$ cat src/rtl/trolley_pkg.sv
package trolley_pkg;
    localparam int N_BINS = 3;

    typedef enum logic [1:0] {
        ST_IDLE  = 2'd0,
        ST_LAST1 = 2'd1,
        ST_LAST2 = 2'd2,
        ST_LAST3 = 2'd3
    } sched_state_t;
endpackage

$ cat src/rtl/trolley_state_dec.sv
// Turns the history state into a one-hot "served last" vector for the picker.
module trolley_state_dec
    import trolley_pkg::*;
(
    input  sched_state_t      state,
    output logic [N_BINS-1:0] last_oh
);
    always_comb begin
        unique case (state)
            ST_LAST1: last_oh = 3'b001;
            ST_LAST2: last_oh = 3'b010;
            ST_LAST3: last_oh = 3'b100;
            default:  last_oh = 3'b000;
        endcase
    end
endmodule

$ cat src/rtl/trolley_rr_pick.sv
// Cyclic search: first requester strictly after the last served position.
// An empty last_oh counts as "last position served", so the search starts at bit 0.
module trolley_rr_pick #(
    parameter int N = 3
) (
    input  logic [N-1:0] req,
    input  logic [N-1:0] last_oh,
    output logic [N-1:0] grant
);
    int   last_idx;
    int   idx;
    logic found;

    always_comb begin
        last_idx = N - 1;
        for (int i = 0; i < N; i++) begin
            if (last_oh[i]) last_idx = i;
        end
        grant = '0;
        found = 1'b0;
        idx   = 0;
        for (int k = 1; k <= N; k++) begin
            idx = (last_idx + k) % N;
            if (!found && req[idx]) begin
                grant[idx] = 1'b1;
                found      = 1'b1;
            end
        end
    end
endmodule

$ cat src/rtl/trolley_sched.sv
module trolley_sched
    import trolley_pkg::*;
(
    input  logic              clk,
    input  logic              rst,
    input  logic [N_BINS-1:0] bin_low,
    output logic [N_BINS-1:0] serve_sel
);
    sched_state_t      state_q;
    sched_state_t      state_d;
    logic [N_BINS-1:0] last_oh;
    logic [N_BINS-1:0] grant;

    trolley_state_dec dec_i (
        .state   (state_q),
        .last_oh (last_oh)
    );

    trolley_rr_pick #(.N(N_BINS)) pick_i (
        .req     (bin_low),
        .last_oh (last_oh),
        .grant   (grant)
    );

    // Transition: a grant names the new last-served bin; no grant returns to idle.
    always_comb begin
        unique case (grant)
            3'b001:  state_d = ST_LAST1;
            3'b010:  state_d = ST_LAST2;
            3'b100:  state_d = ST_LAST3;
            default: state_d = ST_IDLE;
        endcase
    end

    // State register
    always_ff @(posedge clk) begin
        if (rst) state_q <= ST_IDLE;
        else     state_q <= state_d;
    end

    // Output register
    always_ff @(posedge clk) begin
        if (rst) serve_sel <= '0;
        else     serve_sel <= grant;
    end
endmodule

$ cat config.mk
export PLATFORM = sky130hd
export DESIGN_NAME = trolley_sched
export DESIGN_NICKNAME = d
export VERILOG_FILES = /design/src/rtl/trolley_pkg.sv /design/src/rtl/trolley_state_dec.sv /design/src/rtl/trolley_rr_pick.sv /design/src/rtl/trolley_sched.sv
export SDC_FILE = /design/constraint.sdc
export NUM_CORES = 1
export LEC_CHECK = 0
export BUFFER_PORTS_ARGS = -buffer_cell sky130_fd_sc_hd__buf_2
export CAP_MARGIN = 15
export CORE_AREA = 2 2 39 41
export CTS_CLUSTER_SIZE = 25
export DETAILED_ROUTE_END_ITERATION = 10
export DIE_AREA = 0 0 41 43
export SLEW_MARGIN = 10
export SYNTH_ARGS = -nofsm -noshare
export SYNTH_HDL_FRONTEND = slang
export SYNTH_SLANG_ARGS = --single-unit
$ cat constraint.sdc
create_clock -name clk -period 2.6 [get_ports clk]
set_input_delay 0 -clock clk [delete_from_list [all_inputs] [get_ports clk]]
set_output_delay 0 -clock clk [all_outputs]
set_load 0.05 [all_outputs]
# Word level (Yosys, flattened, before mapping)
# Cells that the tools add are included.
# Widths: inputs -> output; s select.
[totals]
reg_bits = 5
in_bits = 5
output_inout_bits = 3
elab_cells = 54
[classes]
add_sub_neg = 3
div = 3
n_lt_le_gt_ge = 6
n_eq_ne = 6
muxes = 25
n_bitwise = 2
n_reduce_logical = 7
[ops]
columns = ["operator", "n"]
rows = [
  ["$ge 32x1->1 const B", 3],
  ["$lt 32x4->1 const B", 3],
  ["$mod 32x3->32 const B", 3],
  ["$add 32x3->32 const B", 2],
  ["$mux 32", 2],
  ["$add 32x2->32 const B", 1],
  ["$mux 1", 11],
  ["$mux 3", 3],
  ["$pmux 3 s3", 1],
  ["$bmux 1 s2", 3],
  ["$demux 1 s2", 3],
  ["$or 3x3->3", 2],
  ["$pmux 2 s3", 1],
  ["$logic_and 1x1->1", 5],
  ["$eq 2x2->1 const B", 2],
  ["$eq 3x1->1 const B", 1],
  ["$eq 3x2->1 const B", 1],
  ["$eq 3x3->1 const B", 1],
  ["$eq 2x1->1 const B", 1],
  ["$logic_not 1->1", 2],
  ["$mux 2", 1],
]

# Longest topological paths before layout
# Gate-level depths: netlist (run 1).
[logic_depth]
ltp_word = 19
depth_mapped = 8
mapped_depth_nobuf = 7

# Hierarchy
# A second synthesis (run 1) with hierarchy kept.
[hier_totals]
cells_unflattened = 44
area_unflattened_um2 = 389.1
[by_module_without_submodules]
columns = ["mod", "instances", "cells_each", "area_each_um2", "seq_area_each_um2"]
rows = [
  ["trolley_rr_pick", 1, 29, 220.2, 0.0],
  ["trolley_sched", 1, 12, 146.4, 100.1],
  ["trolley_state_dec", 1, 3, 22.5, 0.0],
]

# Worst setup path before layout (run 1)
# No wires, ideal clock.
[synth_path]
kind = "reg-to-reg"
startpoint = "register state_q[0]"
endpoint = "register state_q[1]"
setup_time_ns = 0.116
arrival_ns = 1.945
required_ns = 2.484
setup_slack_ns = 0.539
stages_incl_launch_ff = 8
path_buffers = 1
synth_period_minus_slack_ns = 2.061
path_cell_list = "dfxtp_1 > inv_1 > ha_1 > buf_2 > or4b_1 > a41o_1 > and3_1 > o211a_1"
[synth_via]
elab_chain_len = 19
word_cells_on_any_way = 52
classes_between = "3 x add/sub; 3 x div; 6 x order compare; 6 x eq/ne; 25 x mux; 2 x bitwise; 7 x reduce/logical"
[synth_rtl]
columns = ["item", "line", "rtl"]
rows = [
  ["from (decl)", "trolley_sched.sv:9", "sched_state_t state_q;"],
  ["from (signal assigned)", "trolley_sched.sv:38", "else state_q <= state_d;"],
  ["$eq 2x2->1 or $eq 2x1->1 (tied branches)", "trolley_state_dec.sv:9", "unique case (state)"],
  ["$pmux 3 s3 *", "trolley_state_dec.sv:9", ""],
  ["$mux 2", "trolley_rr_pick.sv:17", "if (last_oh[i]) last_idx = i;"],
  ["$mux 32", "trolley_rr_pick.sv:17", ""],
  ["$mux 32 *", "trolley_rr_pick.sv:17", ""],
  ["branches (longest 11 deep; another with $add 32x2->32)", "n/a", ""],
  ["$mux 3 *", "trolley_rr_pick.sv:24", "if (!found && req[idx]) begin"],
  ["$eq 3x3->1, or another cell as far along", "trolley_sched.sv:27", "unique case (grant)"],
  ["$pmux 2 s3 *", "trolley_sched.sv:27", ""],
]
# Mark *: on every way between the ends. The select of a mux whose other input is x is not followed.
# A chain may end at the register's enable or synchronous reset.

# Final worst setup path (run 1)
# Same ends and word-level chain as after synthesis.

==> results of run 1 <==
[how the worst min path moves through the flow]
stage	start	end	slack (ps)	cells after the start
after detailed placement	rst	serve_sel[0]$_SDFF_PP0_	210	2
after global routing	bin_low[2]	serve_sel[0]$_SDFF_PP0_	350	4
after CTS	bin_low[0]	serve_sel[2]$_SDFF_PP0_	290	4
after global placement	rst	serve_sel[1]$_SDFF_PP0_	210	2
final	bin_low[0]	serve_sel[2]$_SDFF_PP0_	300	4
after floorplan	rst	serve_sel[0]$_SDFF_PP0_	70	1
[metal layers]
metal  share of wire (%)  global-route usage, %  vias up
li1                    -                      -      228
met1                  47                   16.1      206
met2                  45                   21.3       10
met3                 5.5                   3.14        2
met4                 2.2                   8.00        0
met5                   0                      0        -
[kinds of logic after synthesis]
kind of cell / Yosys count / share of synthesized area (%)
mux: 4 / 8.95
compound gates: 15 / 26.1
buf+inv: 8 / 8.16
simple gates: 20 / 25.3
flops: 5 / 21.1
fa+ha+maj: 4 / 10.5
[Yosys cell counts, drive strengths merged]
cell type,number,area (sq um)
nand4,1,6.26
a211o,1,8.76
dfxtp,5,100
nor4bb,1,10.0
nor2b,3,26.3
or4b,1,10.0
ha,4,50.1
nor2,6,22.5
inv,6,22.5
mux2,2,22.5
a21oi,1,5.00
a211oi,1,7.51
o211ai,1,7.51
o22ai,1,6.26
a32oi,1,8.76
o211a,1,10.0
and3,2,12.5
o21ai,1,5.00
nor3,1,5.00
buf,2,16.3
o21bai,1,7.51
a31o,1,8.76
a221o,3,30.0
and2b,1,7.51
nand2b,2,12.5
a41o,1,10.0
nand2,2,7.51
mux2i,2,20.0
a221oi,1,8.76
[critical path, cell delays in order (launching register included)]
cell,delay [ps]
sky130_fd_sc_hd__dfxtp_1,350
sky130_fd_sc_hd__inv_1,70
sky130_fd_sc_hd__ha_1,410
sky130_fd_sc_hd__or4b_1,560
sky130_fd_sc_hd__a41o_1,300
sky130_fd_sc_hd__and3_1,160
sky130_fd_sc_hd__o211a_1,210
[area by class of cell]
class                   count  area, sq um  area share [%]
multi-input cells          43          337            61.1
flip-flops and latches      5          100            18.2
repair buffers              8         45.0            8.18
clock buffers               4         26.3            4.77
inverters                   6         22.5            4.09
well taps                  16         20.0            3.64
[power breakdown]
group / switching, W / internal (W)
registers: 0.0000129 / 0.000105
logic: 0.000249 / 0.000162
clock network: 0.0000311 / 0.0000580
[repair_timing]
action | CTS | global route
hold buffers | 1 | 0
hold endpoints to repair | 3 | 0
setup endpoints to repair | 0 | 0
[flip-flops by register name (all words and copies together), names as in the netlist]
name       count
serve_sel      3
state_q        2
[metrics by stage]
| stage | utilization (%) | instance area, sq um | total power (W) | hold WS [ps] |
|---|---|---|---|---|
| 6_report | 39.8 | 551 | 0.000618 | 298 |
| 5_1_grt | 39.8 | 551 | 0.000674 | 349 |
| 4_1_cts | 39.8 | 551 | 0.000619 | 295 |
| 3_5_place_dp | 37.2 | 514 | 0.000526 | 212 |
| 3_3_place_gp | 37.2 | 514 | 0.000529 | 211 |
| 2_1_floorplan | - | 475 | 0.000462 | 72.4 |
==> impl_results.md, run 1 <==
* Outcome: finished clean
* Height of the die at 43 um
* Fillers at 147
* Area of the core at 1380 sq um
* Final Hold Viols at 0
* Routed via count divided by cell count at 5.44
* Total wirelength of the detailed-routed design at 970 um
* Req. time, crit path at 2730 ps
* Count of unresolved DRC violations after routing at 0
* Number of buffers between clock root and the deepest sink at 2
* Type of the setup path with the least slack: register to register
* Worst skew pair latency at 240 ps
* Clock tree sinks at 5
* Netlist area before placement at 475 sq um
* Cell count after synthesis at 56
* Final slew viol count at 0
* Initial cell density of the core at 34.4%
* ANT nets after route at 0
* Share of the cycle needed by the critical path after routing at 83.7%
* Unrepaired setup endpoints after global routing: false
* Global-route wire length before repair at 1660 um
* Critical R2R Capture: state_q[1]$_SDFF_PP0_
* Register bit total from synthesis at 5
* Number of diodes added for antenna fixing at 0
* Routability Congestion at 0.732
* Area growth from synthesis to layout at 15.8%
* Clock slew at reported path FFs at 40 ps
* All-Layer GR Usage at 13.7%
* Die Wd at 41 um
* Library cells used by synthesis at 32
* Routed length per instance at 11.8 um
* Worst Max-Slew Pin Slew at 346 ps
* Count of max-cap constraint violations at 0
* Number of rows created at floorplan at 14
* Min-delay worst type: input port to register
* Maximum VDD drop at 0.000455 V
* Non-filler instance count after layout at 82
* Post-CTS Setup Inserts at 0
* Number of antenna violations at the first check in global routing at 0
* Maximum fanout along the worst path at 9
* Avg Synthesized Cell Area at 8.49 sq um
* Routed vias at 446
* Number of warnings issued by yosys at 0
* Reg2Reg Depth at 6
* Synthesized netlist net count at 65
* Via count of the first global-routing pass at 429
* Post-layout min period at 2180 ps
* Post-route setup slack at 423 ps
* Largest net degree at the start of global routing at 10
* Remaining global-route overflow at 0
* Final sum of negative setup slack at 0 ps
* Worst setup path endpoint: state_q[1]$_SDFF_PP0_
* DRT iter0 DRCs at 4
* Source of the critical timing path: state_q[0]$_SDFF_PP0_
* Layout cell share with drive strength beyond 1 at 18.2%
* CTS tree: built
* Worst Setup End Kind: register
* Post-Route Skew at 0.573 ps
* Full die area at 1760 sq um
* Net count reported at finish at 76
* Number of cells in the design after placement at 77
* Static Leakage at 0.256 nW
* Worst Setup Start Kind: register
* Number of H-tree levels at 1
* Most common library cell in the layout ignoring fill and taps: sky130_fd_sc_hd__buf_2
* Areal power density over the cells at 1120 nW/um^2
* Sequential-to-total area share from yosys stat at 21.1%
* Internal reg-to-reg setup slack at 420 ps
* Number of buffers added on ports at 7
* Detailed-routing iteration count for the pre-antenna-repair pass at 3
* Num CTS Buffers at 3
* Setup violators final at 0
* Placed wire-length estimate at 747 um
* Worst slack at placement at 434 ps
* Master cell of the clock root buffer: sky130_fd_sc_hd__clkbuf_4
* Maximum clock frequency at 459 MHz
* Number of placed I/O pins at 8
* WP data arrival at 2310 ps
* FF-to-FF Start: state_q[0]$_SDFF_PP0_
* PostCTS Resize Cnt at 0
* Max-Slew Margin vs Limit at 76.9%
* Most frequent cells in the layout: sky130_fd_sc_hd__buf_2, sky130_fd_sc_hd__inv_1, sky130_fd_sc_hd__nor2_1
Note: power is estimated with default switching activity, not from simulation.
==> run 2, diff against run 1 <==
==> constraint.sdc (replaced) <==
create_clock -name clk -period 1.83 [get_ports clk]
set_input_delay 0 -clock clk [delete_from_list [all_inputs] [get_ports clk]]
set_output_delay 0 -clock clk [all_outputs]
set_load 0.05 [all_outputs]
==> run 2 against run 1 <==
The run now ends with setup timing left; cell area rose by 35%; sequential power rose by 64%; fmax rose by 16%; worst setup slack got worse by 480 ps; critical endpoint unchanged.
==> impl_results.md, run 2 (synthesis results as in run 1) <==
* Number of diodes added for antenna fixing at 0
* Die Wd at 41 um
* Clock tree sinks at 5
* Static Leakage at 0.342 nW
* Largest register by flop count: serve_sel
* M1 GR Usage at 19.1%
* Area growth from synthesis to layout at 56.1%
* Placed wire-length estimate at 879 um
* Largest registers: serve_sel: 3 flops, state_q: 2 flops
* Maximum VDD drop at 0.00100 V
* Remaining global-route overflow at 0
* Count of unresolved DRC violations after routing at 0
* Clock slew at reported path FFs at 50 ps
* Largest net degree at the start of global routing at 9
* Routed vias at 514
* Most frequent cells in the layout: sky130_fd_sc_hd__buf_4, sky130_fd_sc_hd__buf_2, sky130_fd_sc_hd__nor2_1
* Post-layout min period at 1880 ps
* DRT iter0 DRCs at 14
* Worst Hold Slack at 311 ps
* Gate family responsible for the most delay along the worst path: simple AND/OR/NAND/NOR gates
* Non-filler instance count after layout at 98
* Number of cells in the design after placement at 89
* Areal power density over the cells at 1660 nW/um^2
* Master cell of the clock root buffer: sky130_fd_sc_hd__clkbuf_4
* Via count of the first global-routing pass at 452
* Number of rows created at floorplan at 14
* WP data arrival at 2060 ps
* Initial cell density of the core at 34.4%
* Min-delay worst type: input port to register
* Max reg flops at 3
* Worst Max-Slew Pin Slew at 352 ps
* Max-Slew Margin vs Limit at 76.5%
* Met2 routing resource usage after global routing at 27.2%
* Final slew viol count at 0
* Total power after layout at 0.00123 W
* Worst Setup Start Kind: register
* Unrepaired setup endpoints after global routing: true
* Area of the core at 1380 sq um
* Req. time, crit path at 2010 ps
* Layout cell share with drive strength beyond 1 at 46.3%
* Detailed-routing iteration count for the pre-antenna-repair pass at 4
* Routed via count divided by cell count at 5.24
* Total wirelength of the detailed-routed design at 1270 um
* CTS tree: built
* Maximum clock frequency at 531 MHz
* Net count reported at finish at 92
* Number of placed I/O pins at 8
* Setup violators final at 1
* Cell Area, Placed at 636 sq um
* ANT nets after route at 0
* Maximum fanout along the worst path at 6
* Maximum single-stage delay on the critical path at 500 ps
* Share of the cycle needed by the critical path after routing at 103%
* Height of the die at 43 um
* Buffers plus inverters on the worst setup path at 2
* Most common library cell in the layout ignoring fill and taps: sky130_fd_sc_hd__buf_4
* Global-route wire length before repair at 1930 um
* Final std cell area, no fill at 742 sq um
* Num CTS Buffers at 3
* Full die area at 1760 sq um
* Crit path cell chain: inv_4 > ha_4 > or4b_1 > a41o_1 > buf_4 > a21oi_2 > o211a_1
* Outcome: complete, but fails checks
* Number of H-tree levels at 1
* Routed length per instance at 13.0 um
* Utilization of the core after routing at 53.6%
* Count of max-cap constraint violations at 0
* Number of antenna violations at the first check in global routing at 0
* Fillers at 128
* Number of buffers added on ports at 7
* Type of the setup path with the least slack: register to register
* Routability Congestion at 0.729
* Violations in the final reports: setup timing
* Post-route setup slack at -53.6 ps
* Final Hold Viols at 0
* All-Layer GR Usage at 15.9%
* Global routing met3 resource utilization at 4.71%
* Layer carrying the most global-route usage: met2
* Slowest library cell on the worst path: sky130_fd_sc_hd__or4b_1
* Worst Setup End Kind: register
* Post-Route Skew at 1.95 ps
* Number of buffers between clock root and the deepest sink at 2
* Worst skew pair latency at 240 ps
-- run 2: cell count changes in the layout (fill, tap and decap cells not counted), moves of 2 or more --
cell                      change
sky130_fd_sc_hd__buf_4       +15
sky130_fd_sc_hd__inv_4        +2
sky130_fd_sc_hd__dfxtp_1      -2
sky130_fd_sc_hd__ha_4         +3
sky130_fd_sc_hd__dfxtp_4      +2
sky130_fd_sc_hd__ha_1         -4
sky130_fd_sc_hd__inv_1        -2
-- run 2: layout make-up --
type,count,area [sq um],share of cell area [%]
Clock buffer,4,26.3,3.54
Multi-Input combinational cell,43,392,52.8
Sequential cell,5,108,14.5
Tap cell,16,20.0,2.70
Timing Repair Buffer,24,169,22.8
Inverter,6,27.5,3.71
-- run 2: what timing repair did --
action,in CTS,in global routing
hold buffers,1,0
buffers inserted,4,0
gates cloned,0,0
resized for setup,7,3
setup endpoints to repair,3,3
pin swaps,3,2
endpoints found under the hold margin,3,0
-- run 2: worst min-delay path: stages --
cell and delay [ps]:
sky130_fd_sc_hd__buf_2 140, sky130_fd_sc_hd__a221o_1 170, sky130_fd_sc_hd__a32oi_2 80, sky130_fd_sc_hd__o211a_1 120
-- run 2: final timing paths --
path / cells past startpoint / to / start / slack (ps)
min: 4 / state_q[1]$_SDFF_PP0_ / bin_low[2] / 310
max reg2reg: 7 / state_q[1]$_SDFF_PP0_ / state_q[0]$_SDFF_PP0_ / -50
min reg2reg: 4 / state_q[1]$_SDFF_PP0_ / state_q[1]$_SDFF_PP0_ / 910
max: 7 / state_q[1]$_SDFF_PP0_ / state_q[0]$_SDFF_PP0_ / -50
-- run 2: per-stage QoR --
step                      setup TNS, ps  worst slack (ps)
after CTS                         -64.5             -64.5
after global routing               -189              -114
after detailed placement           -276              -102
after floorplan                    -104              -104
after global placement             -217             -88.2
final                             -53.6             -53.6
-- run 2: per-layer routing --
metal / part of all wire [%] / wire, um / up-vias
met4: 0 / 0 / 0
met5: 0 / 0 / -
met2: 54 / 683 / 12
li1: - / - / 265
met1: 43 / 542 / 237
met3: 3.5 / 45 / 0
-- run 2: power by group --
group	leakage, nW	switching (W)	internal, W
sequential	0.0425	0.0000350	0.000158
clock	0.0150	0.0000443	0.0000824
combinational	0.284	0.000444	0.000469
total	0.342	0.000524	0.000709
==> run 3, diff against run 2 <==
--- a/config.mk
+++ b/config.mk
@@ -11,6 +11,7 @@
 export CTS_CLUSTER_SIZE = 25
 export DETAILED_ROUTE_END_ITERATION = 10
 export DIE_AREA = 0 0 41 43
+export PLACE_DENSITY_LB_ADDON = 0.3
 export SLEW_MARGIN = 10
 export SYNTH_ARGS = -nofsm -noshare
 export SYNTH_HDL_FRONTEND = slang
==> run 3 against run 2 <==
The flow still finishes with violations (setup timing); power fell by 2.0%; routed wire length fell by 6.5%; first-iteration DRC count fell by 36%; final cell count fell by 3.1%; sequential share of layout area rose by 0.35 points; non-clock buffer count fell by 3; register-to-register slack barely moved; worst setup slack got worse by 2.0 ps; die area did not move; critical endpoint unchanged; largest power group unchanged.
==> impl_results.md, run 3 (synthesis results as in run 1) <==
* Largest register by flop count: serve_sel
* Combined area of the multi-input logic cells at 397 sq um
* Number of diodes added for antenna fixing at 0
* Switching Fraction at 42.5%
* Max-Slew Margin vs Limit at 72.5%
* Static Leakage at 0.330 nW
* Number of antenna violations at the first check in global routing at 0
* Non-filler instance count after layout at 95
* Count of unresolved DRC violations after routing at 0
* Req. time, crit path at 1960 ps
* Maximum single-stage delay on the critical path at 400 ps
* Net count reported at finish at 89
* Most common library cell in the layout ignoring fill and taps: sky130_fd_sc_hd__buf_4
* Final Hold Viols at 0
* Hold Path Depth at 4
* Crit path cell chain: inv_4 > ha_4 > nor2b_4 > mux2_4 > a221o_1 > and3_1 > o211a_1
* Setup violators final at 1
* Max reg flops at 3
* Via count of the first global-routing pass at 515
* ANT nets after route at 0
* Critical R2R Capture: state_q[1]$_SDFF_PP0_
* FF-to-FF Start: state_q[1]$_SDFF_PP0_
* Min-delay worst type: input port to register
* Number of placed I/O pins at 8
* Clock slew at reported path FFs at 40 ps
* Clock tree sinks at 5
* Number of cells in the design after placement at 88
* Buffers plus inverters on the worst setup path at 1
* Routability Congestion at 0.758
* WP data arrival at 2010 ps
* Unrepaired setup endpoints after global routing: true
* Post-layout min period at 1890 ps
* Total wirelength of the detailed-routed design at 1190 um
* Maximum fanout along the worst path at 4
* Reg2Reg Depth at 7
* Post-route setup slack at -55.6 ps
* Detailed-routing iteration count for the pre-antenna-repair pass at 4
* Master cell of the clock root buffer: sky130_fd_sc_hd__clkbuf_4
* Share of the cycle needed by the critical path after routing at 103%
* Maximum VDD drop at 0.000769 V
* Maximum clock frequency at 530 MHz
* Internal Pwr Total at 0.000695 W
* Origin of the worst min-delay path: bin_low[2]
* Routed via count divided by cell count at 5.36
* Post-Route Skew at 0.269 ps
* Die Wd at 41 um
* Internal reg-to-reg setup slack at -60 ps
* CTS tree: built
* Number of rows created at floorplan at 14
* Number of H-tree levels at 1
* Slowest library cell on the worst path: sky130_fd_sc_hd__a221o_1
* Global-route wire length before repair at 1990 um
* Worst Setup End Kind: register
* Worst Max-Slew Pin Slew at 412 ps
* Crit. path cell count at 7
* P_sw at 0.000513 W
* Area growth from synthesis to layout at 52.4%
* Final sum of negative setup slack at -55.6 ps
* Initial cell density of the core at 34.4%
* Count of max-cap constraint violations at 0
* Number of buffers between clock root and the deepest sink at 2
* Worst Setup Start Kind: register
* Final slew viol count at 0
* Fraction of power consumed by combinational cells at 74.0%
* Height of the die at 43 um
* Routed length per instance at 12.5 um
* Remaining global-route overflow at 0
* Placed wire-length estimate at 839 um
* Number of buffers added on ports at 7
* Part of the total power dissipated in sequential elements at 15.6%
* All-Layer GR Usage at 16.3%
* Largest net degree at the start of global routing at 9
* Outcome: complete, but fails checks
* Full die area at 1760 sq um
* Source of the critical timing path: state_q[1]$_SDFF_PP0_
* Gate family responsible for the most delay along the worst path: compound AO/OA/AOI/OAI gates
* Type of the setup path with the least slack: register to register
* Num CTS Buffers at 3
* Worst skew pair latency at 240 ps
* Violations in the final reports: setup timing
* Worst setup path endpoint: state_q[1]$_SDFF_PP0_
* Layout cell share with drive strength beyond 1 at 45.6%
* Largest registers: serve_sel: 3 flops, state_q: 2 flops
* Area of the core at 1380 sq um
* Storage cell area at 108 sq um
* Most frequent cells in the layout: sky130_fd_sc_hd__buf_4, sky130_fd_sc_hd__buf_2, sky130_fd_sc_hd__nor2_1
* Fillers at 148
* Clock share of power at 10.4%
* Areal power density over the cells at 1670 nW/um^2
* Routed vias at 509
* DRT iter0 DRCs at 9
-- run 3: per-stage QoR --
stage | power, W | util, % | hold slack, ps | setup slack [ps] | area (sq um)
5_1_grt | 0.00129 | 52.4 | 353 | -123 | 724
4_1_cts | 0.00116 | 50.7 | 256 | -62.2 | 702
3_3_place_gp | 0.000956 | 45.4 | 204 | -98.8 | 628
2_1_floorplan | 0.000724 | - | 72.4 | -104 | 513
6_report | 0.00121 | 52.4 | 322 | -55.6 | 724
3_5_place_dp | 0.000960 | 45.4 | 201 | -127 | 628
-- run 3: tightest hold or removal path, cell delays in order --
cell	delay, ps
sky130_fd_sc_hd__buf_2	150
sky130_fd_sc_hd__a221o_1	180
sky130_fd_sc_hd__a32oi_2	80
sky130_fd_sc_hd__o211a_1	110
-- run 3: worst min-delay path by stage --
| stage | end |
|---|---|
| after floorplan | serve_sel[0]$_SDFF_PP0_ |
| after global placement | serve_sel[1]$_SDFF_PP0_ |
| after detailed placement | serve_sel[1]$_SDFF_PP0_ |
| after CTS | serve_sel[0]$_SDFF_PP0_ |
| after global routing | state_q[1]$_SDFF_PP0_ |
| final | state_q[1]$_SDFF_PP0_ |
-- run 3: power groups by stage --
stage	combinational, W	clock [W]	sequential [W]
2_1_floorplan	0.000464	0	0.000260
3_3_place_gp	0.000777	0	0.000179
6_report	0.000894	0.000126	0.000188
3_5_place_dp	0.000779	0	0.000182
4_1_cts	0.000840	0.000133	0.000190
5_1_grt	0.000964	0.000136	0.000194
-- run 3: layout make-up --
| type | instances | share of cell area, % |
|---|---|---|
| repair buffers | 21 | 20.2 |
| multi-input cells | 43 | 54.7 |
| well taps | 16 | 2.76 |
| clock buffers | 4 | 3.63 |
| inverters | 6 | 3.80 |
| flip-flops and latches | 5 | 14.9 |
-- run 3: repair_timing --
item | in CTS | in global routing
endpoints found under the hold margin | 3 | 0
gates resized for setup | 7 | 4
hold buffers | 1 | 0
endpoints found under the setup margin | 2 | 2
setup buffers | 1 | 1
pin swaps | 4 | 1
-- run 3: per-layer routing --
| layer | part of all wire, % | up-vias | track usage [%] |
|---|---|---|---|
| li1 | - | 252 | - |
| met2 | 52 | 9 | 26.9 |
| met4 | 0.67 | 0 | 8.00 |
| met5 | 0 | - | 0 |
| met3 | 3.0 | 2 | 3.14 |
| met1 | 44 | 246 | 18.6 |
